`src/rtl/edac_pkg.sv`:
```
package edac_pkg;
  localparam int DATA_W = 8;
  localparam int CHK_W  = 4;
  localparam int CODE_W = DATA_W + CHK_W;

  // Scatter data bits into the non-power-of-two code positions (1-based).
  function automatic logic [CODE_W-1:0] place_data(input logic [DATA_W-1:0] d);
    logic [CODE_W-1:0] w;
    int j;
    w = '0;
    j = 0;
    for (int p = 1; p <= CODE_W; p++) begin
      if ((p & (p - 1)) != 0) begin
        w[p-1] = d[j];
        j++;
      end
    end
    return w;
  endfunction

  // Gather data bits back out of a code word.
  function automatic logic [DATA_W-1:0] gather_data(input logic [CODE_W-1:0] w);
    logic [DATA_W-1:0] d;
    int j;
    d = '0;
    j = 0;
    for (int p = 1; p <= CODE_W; p++) begin
      if ((p & (p - 1)) != 0) begin
        d[j] = w[p-1];
        j++;
      end
    end
    return d;
  endfunction

  // Positions covered by parity bit 2**k.
  function automatic logic [CODE_W-1:0] cover_mask(input int k);
    logic [CODE_W-1:0] m;
    m = '0;
    for (int p = 1; p <= CODE_W; p++) begin
      m[p-1] = ((p >> k) & 1) != 0;
    end
    return m;
  endfunction
endpackage

```
`src/rtl/hamm_enc.sv`:
```
module hamm_enc
  import edac_pkg::*;
(
  input  logic [DATA_W-1:0] data_i,
  output logic [CODE_W-1:0] code_o
);
  logic [CODE_W-1:0] spread;

  always_comb begin
    spread = place_data(data_i);
    code_o = spread;
    for (int k = 0; k < CHK_W; k++) begin
      code_o[(1 << k) - 1] = ^(spread & cover_mask(k));
    end
  end
endmodule

```
`src/rtl/hamm_dec.sv`:
```
module hamm_dec
  import edac_pkg::*;
(
  input  logic [CODE_W-1:0] code_i,
  output logic [DATA_W-1:0] data_o,
  output logic              fixed_o
);
  logic [CHK_W-1:0]  syn;
  logic [CODE_W-1:0] flip;
  logic [CODE_W-1:0] repaired;

  always_comb begin
    for (int k = 0; k < CHK_W; k++) begin
      syn[k] = ^(code_i & cover_mask(k));
    end
    fixed_o = (syn != '0) && (int'(syn) <= CODE_W);
    flip = '0;
    if (fixed_o) begin
      flip = CODE_W'(1) << (syn - CHK_W'(1));
    end
    repaired = code_i ^ flip;
    data_o = gather_data(repaired);
  end
endmodule

```
`src/rtl/upset_ctr.sv`:
```
module upset_ctr #(
  parameter int CNT_W = 16
) (
  input  logic             clk,
  input  logic             rst_n,
  input  logic             clr_i,
  input  logic             inc_i,
  output logic [CNT_W-1:0] cnt_o
);
  localparam logic [CNT_W-1:0] TOP = {CNT_W{1'b1}};

  logic [CNT_W-1:0] cnt_q, cnt_d;
  logic             cnt_en;

  always_comb begin
    cnt_en = clr_i || (inc_i && (cnt_q != TOP));
    cnt_d  = clr_i ? '0 : cnt_q + CNT_W'(1);
  end

  always_ff @(posedge clk or negedge rst_n) begin
    if (!rst_n) cnt_q <= '0;
    else if (cnt_en) cnt_q <= cnt_d;
  end

  assign cnt_o = cnt_q;
endmodule

```
`src/rtl/hamming_edac_if.sv`:
```
module hamming_edac_if
  import edac_pkg::*;
#(
  parameter int ADDR_W = 8,
  parameter int CNT_W  = 16
) (
  input  logic              clk,
  input  logic              rst_n,
  input  logic              cpu_wr,
  input  logic              cpu_rd,
  input  logic [ADDR_W-1:0] cpu_addr,
  input  logic [DATA_W-1:0] cpu_wdata,
  output logic [DATA_W-1:0] cpu_rdata,
  output logic              cpu_rvalid,
  input  logic              cnt_clr,
  output logic [CNT_W-1:0]  upset_cnt,
  output logic              mem_we,
  output logic              mem_re,
  output logic [ADDR_W-1:0] mem_addr,
  output logic [CODE_W-1:0] mem_wdata,
  input  logic [CODE_W-1:0] mem_rdata
);
  logic rd_take;
  logic rvalid_q, rvalid_d;
  logic fixed;

  // Write wins over a simultaneous read.
  assign rd_take  = cpu_rd && !cpu_wr;
  assign mem_we   = cpu_wr;
  assign mem_re   = rd_take;
  assign mem_addr = cpu_addr;

  hamm_enc enc_i (
    .data_i (cpu_wdata),
    .code_o (mem_wdata)
  );

  hamm_dec dec_i (
    .code_i  (mem_rdata),
    .data_o  (cpu_rdata),
    .fixed_o (fixed)
  );

  always_comb rvalid_d = rd_take;

  always_ff @(posedge clk or negedge rst_n) begin
    if (!rst_n) rvalid_q <= 1'b0;
    else rvalid_q <= rvalid_d;
  end

  assign cpu_rvalid = rvalid_q;

  upset_ctr #(.CNT_W(CNT_W)) ctr_i (
    .clk   (clk),
    .rst_n (rst_n),
    .clr_i (cnt_clr),
    .inc_i (rvalid_q && fixed),
    .cnt_o (upset_cnt)
  );
endmodule

```
`config.mk`:
```
export PLATFORM = sky130hd
export DESIGN_NAME = hamming_edac_if
export DESIGN_NICKNAME = d
export VERILOG_FILES = /design/src/rtl/edac_pkg.sv /design/src/rtl/hamm_enc.sv /design/src/rtl/hamm_dec.sv /design/src/rtl/upset_ctr.sv /design/src/rtl/hamming_edac_if.sv
export SDC_FILE = /design/constraint.sdc
export NUM_CORES = 1
export LEC_CHECK = 0
export BUFFER_PORTS_ARGS = -buffer_cell sky130_fd_sc_hd__clkbuf_2
export CORE_UTILIZATION = 47
export CTS_BUF_LIST = sky130_fd_sc_hd__clkbuf_4
export DETAILED_ROUTE_END_ITERATION = 10
export PLACE_DENSITY = 0.83
export SLEW_MARGIN = 30
export SYNTH_ARGS = -nofsm -noshare
export SYNTH_HDL_FRONTEND = slang
export SYNTH_SLANG_ARGS = --single-unit
```
`constraint.sdc`:
```
create_clock -name clk -period 2.99 [get_ports clk]
set_input_delay 0.598 -clock clk [delete_from_list [all_inputs] [get_ports clk]]
set_output_delay 0.598 -clock clk [all_outputs]
set_load 0.005 [all_outputs]
```
# Yosys cells after proc, flatten, opt, wreduce, memory -nomap -nowiden
# Index checks and enable logic that the tools add are counted.
dict set report word_totals {
  register_bits 17
}
dict set report classes {
  addsub 2
  mux 2
  n_bitwise 1
  n_reduce_logical 15
  n_lt_le_gt_ge 1
  shift 1
  eq_ne 1
}
# op n
set op_table {}
lappend op_table {{12-bit parity} 8}
lappend op_table {{16-bit by 1-bit adder with 16-bit output (second input constant)} 1}
lappend op_table {{16-bit 2-to-1 mux} 1}
lappend op_table {{16-bit != test (second input constant)} 1}
lappend op_table {{12-bit 2-to-1 mux} 1}
lappend op_table {{1-bit by 4-bit << shifter with 12-bit output (first input constant)} 1}
lappend op_table {{12-bit XOR} 1}
lappend op_table {{4-bit less-or-equal comparator (second input constant)} 1}
lappend op_table {{1-bit logical AND} 4}
lappend op_table {{4-bit nonzero test} 1}
lappend op_table {{4-bit by 1-bit subtractor with 4-bit output (second input constant)} 1}
lappend op_table {{1-bit zero test} 1}
lappend op_table {{1-bit logical OR} 1}

# Logic depth before layout (Yosys ltp)
dict set report logic_depth {
  word_depth 6
  mapped_depth 9
  mapped_depth_nobuf 9
}

# Cells and area by module
# A second synthesis with hierarchy kept.
dict set report unflattened {
  hier_cells 174
  area_unflattened_um2 1635.3
}
# mod seq_area_each_um2 cells_each instances area_each_um2
set modules_own_cells {}
lappend modules_own_cells {upset_ctr 400.4 100 1 930.9}
lappend modules_own_cells {hamm_dec 0.0 44 1 416.6}
lappend modules_own_cells {hamm_enc 0.0 18 1 175.2}
lappend modules_own_cells {hamming_edac_if 25.0 12 1 112.6}

# Worst setup path before layout
# OpenSTA, ideal clock, no wires.
dict set report synth_timing {
  kind {input -> output}
  startpoint {input mem_rdata[2]}
  endpoint {output cpu_rdata[4]}
  path_stages 9
  path_buffers 0
  required_time_ps 2392
  t_arrival_ps 2192
  slack_ps 200
  cell_sequence {xnor2_2 -> xnor3_2 -> nor2_1 -> ha_1 -> inv_1 -> nand2_1 -> nor2_1 -> nand2_1 -> xnor2_1}
}
dict set report synth_via {
  elab_chain_cells 5
  word_cells_on_any_way 9
}
# element line_no
set synth_lines {}
lappend synth_lines {{from (decl)} hamming_edac_if.sv:21} ;# input logic [CODE_W-1:0] mem_rdata
lappend synth_lines {{12-bit parity} hamm_dec.sv:14} ;# syn[k] = ^(code_i & cover_mask(k));
lappend synth_lines {{4-bit by 1-bit subtractor with 4-bit output (tied with other cells)} hamm_dec.sv:19} ;# flip = CODE_W'(1) << (syn - CHK_W'(1));
lappend synth_lines {{1-bit by 4-bit << shifter with 12-bit output / 1-bit logical AND (equally long branches)} {hamm_dec.sv:19, hamm_dec.sv:16}}
lappend synth_lines {{12-bit 2-to-1 mux (*)} hamm_dec.sv:18} ;# if (fixed_o) begin
lappend synth_lines {{12-bit XOR (*)} hamm_dec.sv:21} ;# repaired = code_i ^ flip;
lappend synth_lines {{to (decl)} hamming_edac_if.sv:13} ;# output logic [DATA_W-1:0] cpu_rdata,
# Mark *: on every way between the ends. The rest lies on a longest branch, timed or not.

# Final worst setup path
dict set report layout_timing {
  startpoint {input mem_rdata[2]}
  endpoint {output cpu_rdata[6]}
}
# Same word-level chain as after synthesis.

==> impl_results.md <==
- Outcome: finished clean
- CTS H-tree lvls: 1
- Clock Latency Late Sink: 290 ps
- Most common cell after layout, fill and taps aside: clkbuf_2
- Vias per cell: 5.14
- Logic pwr share: roughly 53%
- Worst Path Max Fanout: 3
- Synthesized area per cell: roughly 8.9 um^2
- Clk sinks: 17
- Asr flop ratio synth: 100%
- Area share of the leading cell type in the synthesized netlist: between 20 and 30%
- Hold Crit Class: primary input to asynchronous set/reset pin
- Req. time, crit path: around 2400 ps
- Place WS: -66.0 ps
- DR vias: 1440
- Synthesized flop and latch total: 17
- M1 GR Usage: a little over a quarter
- Clock skew: 5.64 ps
- Initial core utilization: 50.0%
- Sw Share: 35.2%
- Total GRT Usage: between 20% and 30%
- Layout cells sized above 1: 45.3%
- RSZ-0062 raised after global routing: true
- Met2 Use GR: 37.7%
- Core area: 0.00308 mm^2
- Synth area leaders: dfrtp_1 28%, xnor2_1 14%, buf_4 8.3%
- Flop-to-flop setup slack: 400 ps
- Antenna fix cells: 0
- Net Switching: 0.280 mW
- Worst Setup End Kind: primary output
- Tmin final: 2970 ps
- Hpwl dp: 2.58 mm
- CTS tree: yes
- Rows: 20
- Reg power frac: between 30% and 40%
- Area Overhead vs Synth: 30.9%
- Clk pwr share: between 15 and 20%
- Nets@finish: 272
- Post-synth top area cell: dfrtp_1
- Avg WL per Cell: 12.2 um
- Largest net degree at the start of global routing: 22
- Max-slew violations: 0
- Maxcap violations: 0
- Die width: 59.2 um
- DR DRC count: 0
- GRT overflow: 0
- Final worst slack: 15.1 ps
- Pwr per Cell Area: 394 mW/mm^2
- Syn Nets: 207
- Worst-path clk slew: 100 ps
- Root Driver: clkbuf_4
- Slew HR: 52.3%
- Reg-to-reg startpoint: ctr_i.cnt_o[0]
- Most Crowded Layer GR: met2
- Worst Setup EP: cpu_rdata[6]
- DRT iter0 DRCs: 33
- Most used flip-flop cell after synthesis: dfrtp_1
- Tightest Pin Transition: 708 ps
- Num CTS Buffers: 3
- Die Y: between 50 and 60 um
- Drt total wl: 3.42 mm
- Setup Crit Path Kind: primary input to primary output
- Most frequent cells in the layout: 57 x clkbuf_2, 23 x xnor2_1, 17 x nand2_1, 17 x dfrtp_1, 17 x buf_4
- Startpoint types: primary input
- Post-synthesis sequential area ratio: 27.7%
- Post-DRT Antenna Nets: 0
- Distinct cells, synth: 36
- Io pins: 80
- Final Cycle Share: 99.5%
- Input/output buffers: 63
- Initial antenna violation count: 0
- Worst vdd ir: ~0.25 mV
- CTS Buffer Depth: 2
- Total power: 0.794 mW
- Die ar.: 0.00350 mm^2
- Vias in the first global route: 1321
- Post-synth EDFFs: 0
- Gp weighted congestion: about 0.77
- Met3 Use GR: 1.75%
- Cells after Synth: 172
- Lkg Pwr: between 0.9 and 1 nW
- Reg2Reg Capture Point: ctr_i.cnt_o[9]
- # setup viols final: 0
- Fmax: 0.336 GHz
- Initial DRT Pass Iterations: 4
- Fillers: 272
- Worst Path Arrival: between 2000 and 2500 ps
- Mapped Area: 0.00154 mm^2
- First-pass GRT wire length: 5.64 mm
- Int Pwr: about 0.5 mW
- Synth warnings: 0
- Final Hold Fails: 0
- CP Launch Point: mem_rdata[2]
- R2R cell count: 7
==> power by group through the flow <==
stage / Clock, mW / Sequential [mW] / Combinational (mW)
finish: 0.133 / 0.238 / 0.422
global route: 0.146 / 0.239 / 0.464
CTS: 0.139 / 0.238 / 0.357
detailed placement: 0 / 0.243 / 0.342
global placement: 0 / 0.242 / 0.339
floorplan: 0 / 0.242 / 0.217
==> what timing repair did <==
| action | in CTS | in global routing |
|---|---|---|
| gates resized for setup | 2 | 25 |
| hold buffers | 0 | 0 |
| pin swaps | 2 | 7 |
| endpoints found under the setup margin | 3 | 6 |
| setup buffers | 2 | 1 |
==> flip-flops by register name, indices dropped and copies added, names as in the netlist <==
| name | count |
|---|---|
| ctr_i.cnt_o | 16 |
| cpu_rvalid | 1 |
==> layout make-up <==
| class | count | area, um^2 | share of cell area, % |
|---|---|---|---|
| repair buffers | 80 | 455 | 22.6 |
| multi-input cells | 131 | 1030 | 51.1 |
| clock buffers | 4 | 30.0 | 1.49 |
| flip-flops and latches | 17 | 425 | 21.1 |
| well taps | 44 | 55.1 | 2.73 |
| inverters | 4 | 17.5 | 0.870 |
==> Yosys cell counts (all sizes together) (4+ instances only) <==
cell    n
dfrtp  17
a21oi   8
o21ai   4
inv     4
buf    18
xnor2  27
nand2  20
or4     5
nor2b   5
nand3   5
xor2    5
nor2   15
xnor3   4
==> worst min path at each step <==
stage,from,to,slack (ps),cells after the start
after floorplan,rst_n,cpu_rvalid,300,0
after global placement,rst_n,cpu_rvalid,550,1
after detailed placement,rst_n,cpu_rvalid,560,1
after CTS,rst_n,cpu_rvalid,230,1
after global routing,rst_n,ctr_i.cnt_o[9],260,1
final,rst_n,cpu_rvalid,230,1
==> through the flow <==
| step | cell area (um^2) | std cells | util [%] | hold WS (ps) | TNS (ps) |
|---|---|---|---|---|---|
| final | 2010 | 280 | 65.4 | 225 | 0 |
| after global routing | 2010 | 280 | 65.4 | 256 | -285 |
| after CTS | 1920 | 279 | 62.5 | 232 | 0 |
| after detailed placement | 1870 | 273 | 60.9 | 559 | -191 |
| after global placement | 1870 | 273 | 60.9 | 552 | -8.04 |
| after floorplan | 1540 | 172 | - | 302 | 0 |
==> cells by family after synthesis <==
logic type      count (synthesis)  synth area share [%]
compound gates                 19                  8.22
xor+xnor                       36                  25.7
fa+ha+maj                       2                  1.63
buf+inv                        24                  10.1
flops                          17                  27.7
mux                             3                  2.20
simple gates                   71                  24.5
==> layer usage <==
| layer | vias to the layer above | part of all wire [%] |
|---|---|---|
| met1 | 659 | 42 |
| met4 | 0 | 1.3 |
| li1 | 712 | - |
| met2 | 61 | 50 |
| met5 | - | 0 |
| met3 | 8 | 6.1 |
==> worst max-delay path: stages <==
cell and delay, ps:
buf_6 110, xnor2_4 160, buf_4 120, xnor3_2 440, nor2_4 140, ha_4 230, inv_4 70, nand2_4 50
nor2_4 130, nand2_1 80, xnor2_1 130, buf_2 130
Power figures use the tool's default switching activity.
